**config.mk**
```make
export PLATFORM = sky130hd
export DESIGN_NAME = poison_track
export DESIGN_NICKNAME = d
export VERILOG_FILES = /design/src/rtl/pt_pkg.sv /design/src/rtl/pt_state.sv /design/src/rtl/pt_decide.sv /design/src/rtl/pt_pulse.sv /design/src/rtl/poison_track.sv
export SDC_FILE = /design/constraint.sdc
export NUM_CORES = 1
export LEC_CHECK = 0
export BUFFER_PORTS_ARGS = -buffer_cell sky130_fd_sc_hd__buf_2
export CAP_MARGIN = 20
export CELL_PAD_IN_SITES_DETAIL_PLACEMENT = 1
export CELL_PAD_IN_SITES_GLOBAL_PLACEMENT = 2
export CORE_ASPECT_RATIO = 1.5
export CORE_UTILIZATION = 47
export CTS_BUF_LIST = sky130_fd_sc_hd__clkbuf_16
export DETAILED_ROUTE_END_ITERATION = 16
export PLACE_DENSITY_LB_ADDON = 0.08
export SYNTH_ARGS = -nofsm -noshare
export SYNTH_HDL_FRONTEND = slang
export SYNTH_SLANG_ARGS = --single-unit
```
**constraint.sdc**
```tcl
create_clock -name clk_i -period 4.1 [get_ports clk_i]
set_clock_uncertainty 0.05 [all_clocks]
set_input_delay 0.41 -clock clk_i [delete_from_list [all_inputs] [get_ports clk_i]]
set_output_delay 0.41 -clock clk_i [all_outputs]
set_load 0.01 [all_outputs]
```
**src/rtl/pt_pkg.sv**
```systemverilog
package pt_pkg;
  typedef enum logic {
    KIND_OP  = 1'b0,
    KIND_CHK = 1'b1
  } kind_e;

  typedef struct packed {
    logic trap;
    logic rec;
    logic svc;
  } pulse_t;
endpackage

```
**src/rtl/pt_state.sv**
```systemverilog
module pt_state #(
  parameter int NREG = 16,
  parameter int DW   = 32,
  localparam int IW  = $clog2(NREG)
) (
  input  logic            clk_i,
  input  logic            rst_ni,
  input  logic            wr_en_i,
  input  logic [IW-1:0]   wr_idx_i,
  input  logic [DW-1:0]   wr_data_i,
  input  logic            wr_nat_i,
  input  logic [IW-1:0]   rd_a_idx_i,
  input  logic [IW-1:0]   rd_b_idx_i,
  output logic [DW-1:0]   rd_a_o,
  output logic [DW-1:0]   rd_b_o,
  output logic [NREG-1:0] nat_o
);
  logic [DW-1:0] data_q [NREG];

  for (genvar g = 0; g < NREG; g++) begin : g_reg
    logic hit;
    assign hit = wr_en_i && (wr_idx_i == IW'(g));
    always_ff @(posedge clk_i or negedge rst_ni) begin
      if (!rst_ni) begin
        data_q[g] <= '0;
        nat_o[g]  <= 1'b0;
      end else if (hit) begin
        data_q[g] <= wr_data_i;
        nat_o[g]  <= wr_nat_i;
      end
    end
  end

  assign rd_a_o = data_q[rd_a_idx_i];
  assign rd_b_o = data_q[rd_b_idx_i];
endmodule

```
**src/rtl/pt_decide.sv**
```systemverilog
module pt_decide #(
  parameter int NREG = 16,
  parameter int DW   = 32,
  localparam int IW  = $clog2(NREG)
) (
  input  logic            valid_i,
  input  pt_pkg::kind_e   kind_i,
  input  logic            spec_i,
  input  logic            use_a_i,
  input  logic [IW-1:0]   src_a_i,
  input  logic            use_b_i,
  input  logic [IW-1:0]   src_b_i,
  input  logic            we_i,
  input  logic [DW-1:0]   data_i,
  input  logic            exc_i,
  input  logic            fatal_i,
  input  logic [NREG-1:0] nat_i,
  output logic            wr_en_o,
  output logic [DW-1:0]   wr_data_o,
  output logic            wr_nat_o,
  output pt_pkg::pulse_t  pulse_o,
  output logic [IW-1:0]   trap_idx_o
);
  logic pa, pb, src_bad;

  assign pa      = use_a_i && nat_i[src_a_i];
  assign pb      = use_b_i && nat_i[src_b_i];
  assign src_bad = pa || pb;

  always_comb begin
    wr_en_o    = 1'b0;
    wr_nat_o   = 1'b0;
    wr_data_o  = data_i;
    pulse_o    = '0;
    trap_idx_o = pa ? src_a_i : src_b_i;
    if (valid_i) begin
      if (kind_i == pt_pkg::KIND_CHK) begin
        pulse_o.rec = nat_i[src_a_i];
      end else if (!spec_i && src_bad) begin
        pulse_o.trap = 1'b1;
      end else if (exc_i && (!spec_i || !fatal_i)) begin
        pulse_o.svc = 1'b1;
      end else if (we_i) begin
        // speculative fault or poisoned input: defer by poisoning the result
        wr_en_o  = 1'b1;
        wr_nat_o = spec_i && (exc_i || src_bad);
        if (wr_nat_o) wr_data_o = '0;
      end
    end
  end
endmodule

```
**src/rtl/pt_pulse.sv**
```systemverilog
module pt_pulse #(
  parameter int IW = 4
) (
  input  logic           clk_i,
  input  logic           rst_ni,
  input  pt_pkg::pulse_t pulse_i,
  input  logic [IW-1:0]  trap_idx_i,
  input  logic [IW-1:0]  rec_idx_i,
  output logic           trap_o,
  output logic [IW-1:0]  trap_idx_o,
  output logic           recover_o,
  output logic [IW-1:0]  recover_idx_o,
  output logic           service_o
);
  always_ff @(posedge clk_i or negedge rst_ni) begin
    if (!rst_ni) begin
      trap_o        <= 1'b0;
      recover_o     <= 1'b0;
      service_o     <= 1'b0;
      trap_idx_o    <= '0;
      recover_idx_o <= '0;
    end else begin
      trap_o        <= pulse_i.trap;
      recover_o     <= pulse_i.rec;
      service_o     <= pulse_i.svc;
      trap_idx_o    <= pulse_i.trap ? trap_idx_i : '0;
      recover_idx_o <= pulse_i.rec ? rec_idx_i : '0;
    end
  end
endmodule

```
**src/rtl/poison_track.sv**
```systemverilog
module poison_track #(
  parameter int NREG = 16,
  parameter int DW   = 32,
  localparam int IW  = $clog2(NREG)
) (
  input  logic          clk_i,
  input  logic          rst_ni,
  input  logic          ins_valid_i,
  input  logic          ins_kind_i,
  input  logic          ins_spec_i,
  input  logic          ins_use_a_i,
  input  logic [IW-1:0] ins_src_a_i,
  input  logic          ins_use_b_i,
  input  logic [IW-1:0] ins_src_b_i,
  input  logic          ins_we_i,
  input  logic [IW-1:0] ins_dst_i,
  input  logic [DW-1:0] ins_data_i,
  input  logic          ins_exc_i,
  input  logic          ins_exc_fatal_i,
  output logic [DW-1:0] rd_a_o,
  output logic [DW-1:0] rd_b_o,
  output logic          trap_o,
  output logic [IW-1:0] trap_idx_o,
  output logic          recover_o,
  output logic [IW-1:0] recover_idx_o,
  output logic          service_o
);
  logic [NREG-1:0] nat_vec;
  logic            wr_en, wr_nat;
  logic [DW-1:0]   wr_data;
  logic [IW-1:0]   trap_idx;
  pt_pkg::pulse_t  pulse;

  pt_state #(.NREG(NREG), .DW(DW)) u_state (
    .clk_i      (clk_i),
    .rst_ni     (rst_ni),
    .wr_en_i    (wr_en),
    .wr_idx_i   (ins_dst_i),
    .wr_data_i  (wr_data),
    .wr_nat_i   (wr_nat),
    .rd_a_idx_i (ins_src_a_i),
    .rd_b_idx_i (ins_src_b_i),
    .rd_a_o     (rd_a_o),
    .rd_b_o     (rd_b_o),
    .nat_o      (nat_vec)
  );

  pt_decide #(.NREG(NREG), .DW(DW)) u_decide (
    .valid_i    (ins_valid_i),
    .kind_i     (pt_pkg::kind_e'(ins_kind_i)),
    .spec_i     (ins_spec_i),
    .use_a_i    (ins_use_a_i),
    .src_a_i    (ins_src_a_i),
    .use_b_i    (ins_use_b_i),
    .src_b_i    (ins_src_b_i),
    .we_i       (ins_we_i),
    .data_i     (ins_data_i),
    .exc_i      (ins_exc_i),
    .fatal_i    (ins_exc_fatal_i),
    .nat_i      (nat_vec),
    .wr_en_o    (wr_en),
    .wr_data_o  (wr_data),
    .wr_nat_o   (wr_nat),
    .pulse_o    (pulse),
    .trap_idx_o (trap_idx)
  );

  pt_pulse #(.IW(IW)) u_pulse (
    .clk_i         (clk_i),
    .rst_ni        (rst_ni),
    .pulse_i       (pulse),
    .trap_idx_i    (trap_idx),
    .rec_idx_i     (ins_src_a_i),
    .trap_o        (trap_o),
    .trap_idx_o    (trap_idx_o),
    .recover_o     (recover_o),
    .recover_idx_o (recover_idx_o),
    .service_o     (service_o)
  );
endmodule

```
==> impl_metrics.csv, run 1 <==
group,metric,value,unit
global_route,grt_overflow,0,
sta,period_minus_slack,3.31,ns
sta,post-route-period-util,0.809,
setup_path,cp_common_cell,"mux4_2",
drt,wire_per_inst,31.3,µm
clocking,cts-root-buf,"clkbuf_16",
status,run_status,"finished, final reports clean",
finish,drive_gt1_frac,0.598,
setup_path,critPathMaxStageDelay,0.76,ns
place,dp.final_hpwl,50500,µm
power_and_ir_drop,seq_power_share,0.473,
yosys,syn-num-nets,1802,
sta,finalHoldViolCount,0,
setup_path,cp.arrival,2.85,ns
power_and_ir_drop,p_clk_frac,0.358,
floorplanning,num_io_pins,129,
floorplanning,num_rows,110,
sta,fmax,302,MHz
yosys,syn_inst,1748,
yosys,synth_cell_types,34,
global_route,grt_use_total,0.282,
place,place_worst_setup_slack,0.609,ns
yosys,synthFlopType,"dfrtp_1",
sta,slew_viol_final,0,
drt,routed_via_density,6.40,
yosys,ys_seq_area_frac,0.472,
clocking,cts_tree,"done",
finish,nets,1900,
floorplanning,die_w,203,µm
drt,drt_first_pass_iters,5,
power_and_ir_drop,share_comb_of_total_power,0.169,
sta,worst_slack,0.785,ns
sta,rsz0062_at_grt,"no",
setup_path,critPathCaptureType,"primary output",
power_and_ir_drop,p_leak,0.0147,µW
place,place.gp.congestion,0.788,
floorplanning,start_util,0.475,
setup_path,path_cells,"buf_8 > buf_4 > mux4_2 > mux4_2 > buf_2",
flow_run,maxCapViolCount,0,
drt,via_count,17100,
setup_path,critPathRequiredTime,3.64,ns
clocking,clock_latency,0.61,ns
worst_hold_path,hp-class,"primary input to register",
finish,final_area,0.0320,mm²
power_and_ir_drop,power.density,418,mW/mm²
setup_path,cp_max_fo,41,
power_and_ir_drop,p_total,13400,µW
floorplanning,die_h,304,µm
yosys,synth_edf_count,0,
power_and_ir_drop,p_sw,3580,µW
clocking,post_cts_buffers,0,
sta,worst_slew_pin_slew,1.06,ns
clocking,clock_path_buffers,3,
drt,drc,0,
yosys,syn_area,0.0286,mm²
clocking,cts-resized-gates,0,
clocking,clk_pin_slew_worst_paths,0.07,ns
sta,slew-limit-headroom,0.286,
clocking,cts_made_buffers,56,
power_and_ir_drop,p_int,9800,µW
drt,drtAntennaViolNets,0,
yosys,syn_avg_cell_area,16.4,µm²
yosys,synth_warnings,0,
place,dpl_cell_area,0.0303,mm²
yosys,ys_seq_elements,539,
clocking,htree_levels,2,
power_and_ir_drop,irDropWorstVdd,0.306,mV
global_route,grt_max_degree,129,
global_route,grt_pass1_wl,128000,µm
setup_path,worstSetupPathType,"primary input to primary output",
global_route,grt_pass1_vias,19300,
drt,drt_iter0_drc,929,
power_and_ir_drop,p_sw_frac,0.268,
setup_path,critical_path.startpoint_type,"primary input",
floorplanning,die_area,0.0619,mm²
finish,area_growth,11.9,%
clocking,ctsHoldBuffers,1,
yosys,ys_async_sr_fraction,1.00,
drt,routed_wl,83700,µm
global_route,antenna_found_initial,7,
clocking,clock_sinks,539,
place,port_buffers,128,
sta,fin_tns_setup,0,ns
setup_path,crit_path_top_delay_cell,"buf_4",
sta,setup_viol,0,
floorplanning,core_area,0.0601,mm²
[cells in the mapped netlist, types with 2 or more instances]
| cell type | count | area [µm²] |
|---|---|---|
| o21ai_0 | 20 | 100 |
| mux2_2 | 497 | 5600 |
| nor4_4 | 9 | 191 |
| nor2_1 | 5 | 18.8 |
| nor3_1 | 3 | 15.0 |
| mux2_1 | 33 | 372 |
| buf_2 | 32 | 160 |
| a22oi_1 | 4 | 30.0 |
| a221oi_1 | 2 | 17.5 |
| mux2i_1 | 14 | 140 |
| clkbuf_1 | 97 | 364 |
| inv_1 | 3 | 11.3 |
| o2111ai_1 | 3 | 26.3 |
| or2_2 | 2 | 12.5 |
| nand3_1 | 2 | 10.0 |
| and2_1 | 4 | 25.0 |
| and3_1 | 2 | 12.5 |
| or4_1 | 5 | 37.5 |
| nand2b_1 | 7 | 43.8 |
| o21ai_1 | 12 | 60.1 |
| a21oi_1 | 2 | 10.0 |
| nor2b_1 | 4 | 25.0 |
| mux4_2 | 322 | 7250 |
| nand2_1 | 71 | 267 |
| clkinv_1 | 2 | 7.51 |
| dfrtp_1 | 539 | 13500 |
| buf_1 | 27 | 101 |
| buf_4 | 19 | 143 |
[critical path, delay by kind of cell]
kind                   cells  cell delay [ns]
buffers and inverters      3             1.20
multiplexers               2             1.14
[per-layer routing]
metal | wire, µm | global-route usage
met5 | 26 | 0
met4 | 2110 | 0.0741
met3 | 3850 | 0.0445
met2 | 43000 | 0.478
met1 | 34700 | 0.379
[kinds of logic (layout without fill, tap and decap cells)]
logic type | after synthesis | count (layout) | share of synthesized area
AO/OA/AOI/OAI | 46 | 46 | 0.00976
buffers and inverters | 180 | 321 | 0.0275
flip-flops | 539 | 539 | 0.472
other | 0 | 1 | 0
multiplexers | 866 | 866 | 0.467
AND/OR/NAND/NOR | 117 | 117 | 0.0239
[registers in the layout, summed over array words and instances, names as in the netlist]
| name | flops |
|---|---|
| u_pulse.recover_idx_o | 4 |
| u_pulse.recover_o | 1 |
| u_pulse.service_o | 1 |
| u_pulse.trap_idx_o | 4 |
| u_pulse.trap_o | 1 |
| u_state.data_q | 512 |
| u_state.nat_o | 16 |
[area by class of cell]
cell class / count / area, µm²
sequential: 539 / 13500
clock inverter: 44 / 249
timing repair buffer: 215 / 1480
tap: 784 / 981
inverter: 5 / 18.8
clock buffer: 57 / 1430
multi-input combinational: 1029 / 14400
fill: 5554 / 28100
antenna: 1 / 2.50
[power groups by stage]
| stage | sequential, µW | clock [µW] | combinational [µW] |
|---|---|---|---|
| finish | 6330 | 4790 | 2260 |
| CTS | 6320 | 4920 | 2300 |
| floorplan | 6240 | 0 | 1600 |
| global placement | 6340 | 0 | 2230 |
| global route | 6400 | 5100 | 2430 |
| detailed placement | 6410 | 0 | 2290 |
[worst paths after layout]
check / from / to / slack [ns] / cells past startpoint
setup reg to reg: u_state.nat_o[7]$_DFFE_PN0P_ / u_state.data_q[43]$_DFFE_PN0P_ / 0.90 / 6
hold / removal: ins_kind_i / u_pulse.recover_idx_o[3]$_DFF_PN0_ / 0.08 / 3
max in group asynchronous: rst_ni / u_state.data_q[2]$_DFFE_PN0P_ / 2.51 / 3
min in group asynchronous: rst_ni / u_state.data_q[250]$_DFFE_PN0P_ / 0.38 / 2
hold reg to reg: u_state.data_q[246]$_DFFE_PN0P_ / u_state.data_q[246]$_DFFE_PN0P_ / 0.46 / 1
setup / recovery: ins_src_a_i[0] / rd_a_o[25] / 0.79 / 5
[through the flow]
step | hold slack (ns) | utilization | std cells
6_report | 0.0831 | 0.532 | 2674
5_1_grt | 0.0741 | 0.532 | 2674
4_1_cts | 0.0391 | 0.532 | 2671
3_5_place_dp | 0.447 | 0.504 | 2569
3_3_place_gp | 0.429 | 0.503 | 2566
2_1_floorplan | 0.0644 | - | 1748
[cell usage in the layout (no fill, tap or decap), drive strengths merged]
| master | count |
|---|---|
| mux2i | 14 |
| clkinv | 28 |
| nand2b | 7 |
| or4 | 5 |
| mux2 | 530 |
| bufinv | 2 |
| nand3 | 2 |
| nor2b | 4 |
| a21oi | 2 |
| inv | 18 |
| a2111oi | 1 |
| or2 | 2 |
| diode | 1 |
| nor4 | 11 |
| a22oi | 4 |
| o21ai | 32 |
| clkinvlp | 1 |
| nor3 | 3 |
| a221oi | 2 |
| nand2 | 71 |
| buf | 214 |
| dfrtp | 539 |
| mux4 | 322 |
| clkbuf | 57 |
| nor2 | 5 |
| o2111ai | 3 |
| dlygate4sd3 | 1 |
| and2 | 4 |
| nand4 | 1 |
| o21ba | 1 |
| and3 | 2 |
| a41oi | 1 |
No activity file was read; power rests on OpenSTA's default activity.
==> run 2, diff against run 1 <==
==> constraint.sdc (replaced) <==
create_clock -name clk_i -period 3.27 [get_ports clk_i]
set_clock_uncertainty 0.05 [all_clocks]
set_input_delay 0.327 -clock clk_i [delete_from_list [all_inputs] [get_ports clk_i]]
set_output_delay 0.327 -clock clk_i [all_outputs]
set_load 0.01 [all_outputs]
==> run 2 against run 1 <==
Net effect:
- power rose by 27%
- routed wire length increased by 1.4%
- final cell count up 0.56%
- critical endpoint is now u_state.data_q[335]$_DFFE_PN0P_
==> impl_metrics.csv, run 2 (synthesis results as in run 1) <==
group,metric,value,unit
finish,final_cell_mix,"539 x dfrtp_1, 497 x mux2_2, 322 x mux4_2",
drt,routed_wl,84800,µm
clocking,htree_levels,2,
setup_path,critPathMaxStageDelay,0.47,ns
sta,finalHoldViolCount,0,
global_route,grt_max_degree,98,
sta,rsz0062_at_grt,"no",
sta,period_minus_slack,3.06,ns
floorplanning,die_w,203,µm
clocking,clock_latency,0.60,ns
sta,fin_tns_setup,0,ns
place,port_buffers,128,
sta,post-route-period-util,0.936,
finish,fin_util,0.540,
power_and_ir_drop,p_leak,0.0148,µW
sta,worst_slew_pin_slew,1.05,ns
drt,drt_first_pass_iters,4,
sta,setup_viol,0,
power_and_ir_drop,irDropWorstVdd,0.384,mV
setup_path,path_cells,"mux4_2 > o2111ai_1 > a41oi_2 > buf_4 > nor4_4 > buf_4 > mux2_2",
drt,drtAntennaViolNets,0,
clocking,clock_path_buffers,3,
place,place.gp.congestion,0.802,
clocking,clock_sinks,539,
setup_path,cp_common_cell,"buf_4",
sta,slew-limit-headroom,0.294,
setup_path,cp_max_fo,14,
clocking,cts_tree,"done",
drt,drc,0,
finish,drive_gt1_frac,0.601,
global_route,antenna_found_initial,4,
sta,slew_viol_final,0,
power_and_ir_drop,power.density,525,mW/mm²
floorplanning,die_h,304,µm
global_route,grt_pass1_vias,19700,
setup_path,cp_num_buf_inv,2,
clocking,cts-root-buf,"clkbuf_16",
setup_path,crit_path_top_delay_cell,"mux4_2",
place,dp.final_hpwl,51300,µm
sta,fmax,327,MHz
drt,wire_per_inst,31.6,µm
setup_path,cp.arrival,3.49,ns
place,dpl_cell_area,0.0307,mm²
floorplanning,start_util,0.475,
finish,largest_reg_flops,512,
global_route,grt_overflow,0,
setup_path,crit_family,"multiplexers",
finish,nets,1919,
finish,area_growth,13.5,%
setup_path,worstSetupPathType,"register to register",
floorplanning,num_io_pins,129,
worst_hold_path,hp-class,"primary input to register",
drt,routed_via_density,6.44,
setup_path,critPathCaptureType,"register",
status,run_status,"finished, final reports clean",
setup_path,critPathRequiredTime,3.70,ns
floorplanning,core_area,0.0601,mm²
finish,largestRegisters,"u_state.data_q x512, u_state.nat_o x16",
clocking,clk_pin_slew_worst_paths,0.06,ns
flow_run,maxCapViolCount,0,
floorplanning,die_area,0.0619,mm²
global_route,grt_use_total,0.287,
setup_path,critical_path.startpoint_type,"register",
finish,final_common_cell,"dfrtp_1",
place,place_worst_setup_slack,0.114,ns
finish,regMostFlops,"u_state.data_q",
drt,drt_iter0_drc,1202,
floorplanning,num_rows,110,
clocking,cts_made_buffers,56,
drt,via_count,17300,
global_route,grt_pass1_wl,130000,µm
finish,final_area,0.0325,mm²
sta,worst_slack,0.209,ns
[run 2: cell type report]
type | count | area, µm²
Fill cell | 5518 | 27700
Multi-Input combinational cell | 1029 | 14400
Sequential cell | 539 | 13500
Timing Repair Buffer | 234 | 1880
Clock buffer | 57 | 1430
Tap cell | 784 | 981
Clock inverter | 40 | 302
Inverter | 5 | 18.8
Antenna cell | 1 | 2.50
[run 2: through the flow]
step                      power (µW)  std cells  hold slack (ns)
final                          17000       2689           0.0936
after global routing           17700       2689           0.0917
after CTS                      17200       2684           0.0659
after detailed placement       10900       2584            0.398
after global placement         10800       2583            0.381
after floorplan                 9840       1748          -0.0186
[run 2: power by group]
| group | total (µW) | switching [µW] | leakage, µW | internal [µW] |
|---|---|---|---|---|
| Sequential | 7930 | 536 | 0.00730 | 7390 |
| Combinational | 2880 | 1250 | 0.00665 | 1630 |
| Clock | 6230 | 2710 | 0.000870 | 3520 |
[run 2: path summary, 6_finish.rpt]
| path | start | endpoint | slack (ns) | cells after the start |
|---|---|---|---|---|
| worst max-delay path | u_state.nat_o[7]$_DFFE_PN0P_ | u_state.data_q[335]$_DFFE_PN0P_ | 0.21 | 7 |
| worst min-delay path | ins_data_i[21] | u_state.data_q[245]$_DFFE_PN0P_ | 0.09 | 4 |
| worst max register to register | u_state.nat_o[7]$_DFFE_PN0P_ | u_state.data_q[335]$_DFFE_PN0P_ | 0.21 | 7 |
| worst min register to register | u_state.data_q[214]$_DFFE_PN0P_ | u_state.data_q[214]$_DFFE_PN0P_ | 0.46 | 1 |
| max in group asynchronous | rst_ni | u_state.data_q[136]$_DFFE_PN0P_ | 1.81 | 3 |
| min in group asynchronous | rst_ni | u_state.data_q[379]$_DFFE_PN0P_ | 0.31 | 2 |
[run 2: metal layers]
| metal | wire, µm | track usage | up-vias | part of all wire |
|---|---|---|---|---|
| met5 | 0 | 0 | - | 0 |
| met4 | 2340 | 0.0853 | 0 | 0.028 |
| met3 | 3750 | 0.0454 | 148 | 0.044 |
| met2 | 43800 | 0.488 | 453 | 0.52 |
| met1 | 34900 | 0.378 | 9667 | 0.41 |
| li1 | - | - | 7060 | - |
[run 2: repair_timing]
item / CTS / global route
buffers inserted: 0 / 0
endpoints found under the hold margin: 83 / 0
hold buffers: 3 / 0
resized for setup: 0 / 0
[run 2: worst reg2reg max path: cells and delay by family (launching register included)]
family / cells / cell delay [ns]
mux: 2 / 0.87
buf+inv: 2 / 0.65
simple gates: 1 / 0.39
flops: 1 / 0.40
compound gates: 2 / 0.57
==> run 3, diff against run 2 <==
--- a/config.mk
+++ b/config.mk
@@ -5,12 +5,13 @@
 export SDC_FILE = /design/constraint.sdc
 export NUM_CORES = 1
 export LEC_CHECK = 0
+export ABC_AREA = 1
 export BUFFER_PORTS_ARGS = -buffer_cell sky130_fd_sc_hd__buf_2
 export CAP_MARGIN = 20
 export CELL_PAD_IN_SITES_DETAIL_PLACEMENT = 1
 export CELL_PAD_IN_SITES_GLOBAL_PLACEMENT = 2
 export CORE_ASPECT_RATIO = 1.5
-export CORE_UTILIZATION = 47
+export CORE_UTILIZATION = 36
 export CTS_BUF_LIST = sky130_fd_sc_hd__clkbuf_16
 export DETAILED_ROUTE_END_ITERATION = 16
 export PLACE_DENSITY_LB_ADDON = 0.08
==> constraint.sdc (replaced) <==
create_clock -name clk_i -period 3.1 [get_ports clk_i]
set_clock_uncertainty 0.05 [all_clocks]
set_input_delay 0.31 -clock clk_i [delete_from_list [all_inputs] [get_ports clk_i]]
set_output_delay 0.31 -clock clk_i [all_outputs]
set_load 0.01 [all_outputs]
==> run 3 against run 2 <==
Net effect:
- count of clock-buffer cells in the layout rose by 4
- final area increased by 5.6%
- critical path depth rose by 3
==> impl_metrics.csv, run 3 <==
group,metric,value,unit
status,run_status,"finished, final reports clean",
finish,num-fill-cells,10700,
sta,period_minus_slack,2.94,ns
clocking,clock_sinks,539,
place,place.gp.congestion,0.804,
clocking,cts_made_buffers,60,
yosys,yosys-top-cells-area,"dfrtp_1 44%, nand2_1 20%, o21ai_0 13%, nor2_1 3.9%, a21oi_1 3.7%",
setup_path,timing.rr.start,"u_state.nat_o[5]$_DFFE_PN0P_",
yosys,syn_avg_cell_area,7.17,µm²
yosys,synthFlopType,"dfrtp_1",
power_and_ir_drop,power.density,530,mW/mm²
sta,worst_slew_pin_slew,1.17,ns
sta,fmax,341,MHz
global_route,grt_overflow,0,
setup_path,worstSetupPathType,"primary input to primary output",
yosys,synth_top_area_frac,0.438,
power_and_ir_drop,p_leak,0.0169,µW
setup_path,path_cells,"buf_8 > inv_6 > buf_12 > buf_12 > o21ai_0 > o21ai_0 > o221ai_1 > o21ai_1 > buf_4 > buf_2",
finish,area_growth,11.3,%
setup_path,cp.arrival,2.58,ns
setup_path,worst-r2r-cell-count,13,
setup_path,critPathRequiredTime,2.74,ns
finish,regMostFlops,"u_state.data_q",
power_and_ir_drop,p_total,18200,µW
drt,routed_via_density,5.63,
drt,drc,0,
clocking,post_cts_buffers,0,
setup_path,critical_path.startpoint_type,"primary input",
flow_run,maxCapViolCount,0,
place,dp.final_hpwl,78600,µm
global_route,grt_max_degree,134,
drt,drt_iter0_drc,2280,
sta,post-route-period-util,0.947,
global_route,antenna_found_initial,1,
yosys,synth_common_cells,"1639 x nand2_1, 773 x o21ai_0, 539 x dfrtp_1",
drt,drtAntennaViolNets,0,
sta,rsz0062_at_grt,"no",
sta,finalHoldViolCount,0,
drt,drt_first_pass_iters,5,
yosys,synth_warnings,0,
floorplanning,die_w,241,µm
yosys,ys_seq_elements,539,
finish,final_common_cell,"nand2_1",
global_route,grt_use_total,0.329,
yosys,ys_async_sr_fraction,1.00,
sta,slew-limit-headroom,0.221,
drt,wire_per_inst,26.1,µm
worst_hold_path,min_to,"u_state.data_q[393]$_DFFE_PN0P_",
yosys,syn-num-nets,4346,
yosys,syn_inst,4292,
sta,slew_viol_final,0,
finish,largestRegisters,"u_state.data_q x512, u_state.nat_o x16",
finish,diodes,0,
worst_hold_path,hold_start,"ins_data_i[9]",
clocking,clk_pin_slew_worst_paths,0.07,ns
setup_path,r2r_slack,0.49,ns
worst_hold_path,holdPathStages,5,
yosys,synth_edf_count,0,
floorplanning,core_area,0.0849,mm²
power_and_ir_drop,irDropWorstVdd,0.431,mV
yosys,synth_most_common_cell,"nand2_1",
drt,via_count,30500,
clocking,clock_latency,0.66,ns
global_route,grt_pass1_vias,31700,
finish,nets,4301,
sta,setup_viol,0,
finish,drive_gt1_frac,0.0951,
global_route,grt_pass1_wl,211000,µm
place,port_buffers,128,
clocking,htree_levels,2,
sta,fin_tns_setup,0,ns
yosys,ys_seq_area_frac,0.438,
finish,largest_reg_flops,512,
setup_path,crit_path_top_delay_cell,"buf_12",
setup_path,critPathMaxStageDelay,0.42,ns
yosys,yosys.area.top_type,"dfrtp_1",
setup_path,r2r-end,"u_state.data_q[509]$_DFFE_PN0P_",
floorplanning,die_h,360,µm
setup_path,cp_max_fo,70,
floorplanning,num_io_pins,129,
floorplanning,start_util,0.363,
clocking,clock_path_buffers,3,
clocking,cts-root-buf,"clkbuf_16",
drt,routed_wl,142000,µm
worst_hold_path,hp-class,"primary input to register",
setup_path,critPathCaptureType,"primary output",
finish,final_cell_mix,"1639 x nand2_1, 772 x o21ai_0, 539 x dfrtp_1",
yosys,synth_cell_types,29,
yosys,syn_area,0.0308,mm²
clocking,cts_tree,"done",
floorplanning,die_area,0.0867,mm²
floorplanning,num_rows,131,
run 3: metrics by stage:
step	hold slack, ns	cells	setup slack [ns]	cell area (µm²)	util
2_1_floorplan	-0.0356	4292	1.02	30800	-
3_3_place_gp	0.243	5307	0.0615	32300	0.380
3_5_place_dp	0.242	5307	0.0785	32300	0.380
4_1_cts	0.000383	5429	0.0774	34300	0.404
5_1_grt	0.0329	5429	0.0812	34300	0.404
6_report	0.0356	5429	0.164	34300	0.404
run 3: how the worst max path moves through the flow:
stage	start	end	slack (ns)	cells past startpoint
6_report	ins_src_b_i[0]	rd_b_o[19]	0.16	10
3_3_place_gp	ins_src_b_i[0]	rd_b_o[19]	0.06	10
3_5_place_dp	ins_src_b_i[0]	rd_b_o[19]	0.08	10
5_1_grt	ins_src_b_i[0]	rd_b_o[19]	0.08	10
2_1_floorplan	ins_src_b_i[0]	rd_b_o[10]	1.02	9
4_1_cts	ins_src_b_i[0]	rd_b_o[19]	0.08	10
run 3: timing repair:
| item | CTS | global route |
|---|---|---|
| resized for setup | 0 | 1 |
| hold buffers | 8 | 0 |
| setup endpoints to repair | 0 | 1 |
| hold endpoints to repair | 148 | 0 |
run 3: power by group:
group	switching (µW)	leakage, µW	total [µW]	internal, µW
clock	3320	0.000957	7220	3900
sequential	458	0.00735	8110	7660
combinational	1950	0.00858	2840	885
total	5730	0.0169	18200	12400
run 3: cell families after synthesis:
logic type,Yosys count,synth area share
and+or+nand+nor,2011,0.254
AOI/OAI and AO/OA,1192,0.221
DFF,539,0.438
buffers and inverters,550,0.0869
run 3: critical path, delay by kind of cell:
kind	cells	cell delay [ns]
AOI/OAI and AO/OA	4	0.76
buffers and inverters	6	1.43
run 3: routing by layer:
layer  vias to the layer above  wire length, µm  GRT usage
met5                         -                0          0
met4                         0             4900      0.111
met3                       217             5910     0.0320
met2                       794            70100      0.569
met1                     15600            60900      0.425
li1                      13900                -          -
run 3: cell type report:
class / count / area (µm²) / share of cell area
multi-input combinational: 3203 / 14700 / 0.428
sequential: 539 / 13500 / 0.393
timing repair buffer: 246 / 2040 / 0.0595
clock buffer: 61 / 1530 / 0.0445
tap: 1130 / 1410 / 0.0412
inverter: 197 / 759 / 0.0222
clock inverter: 53 / 370 / 0.0108
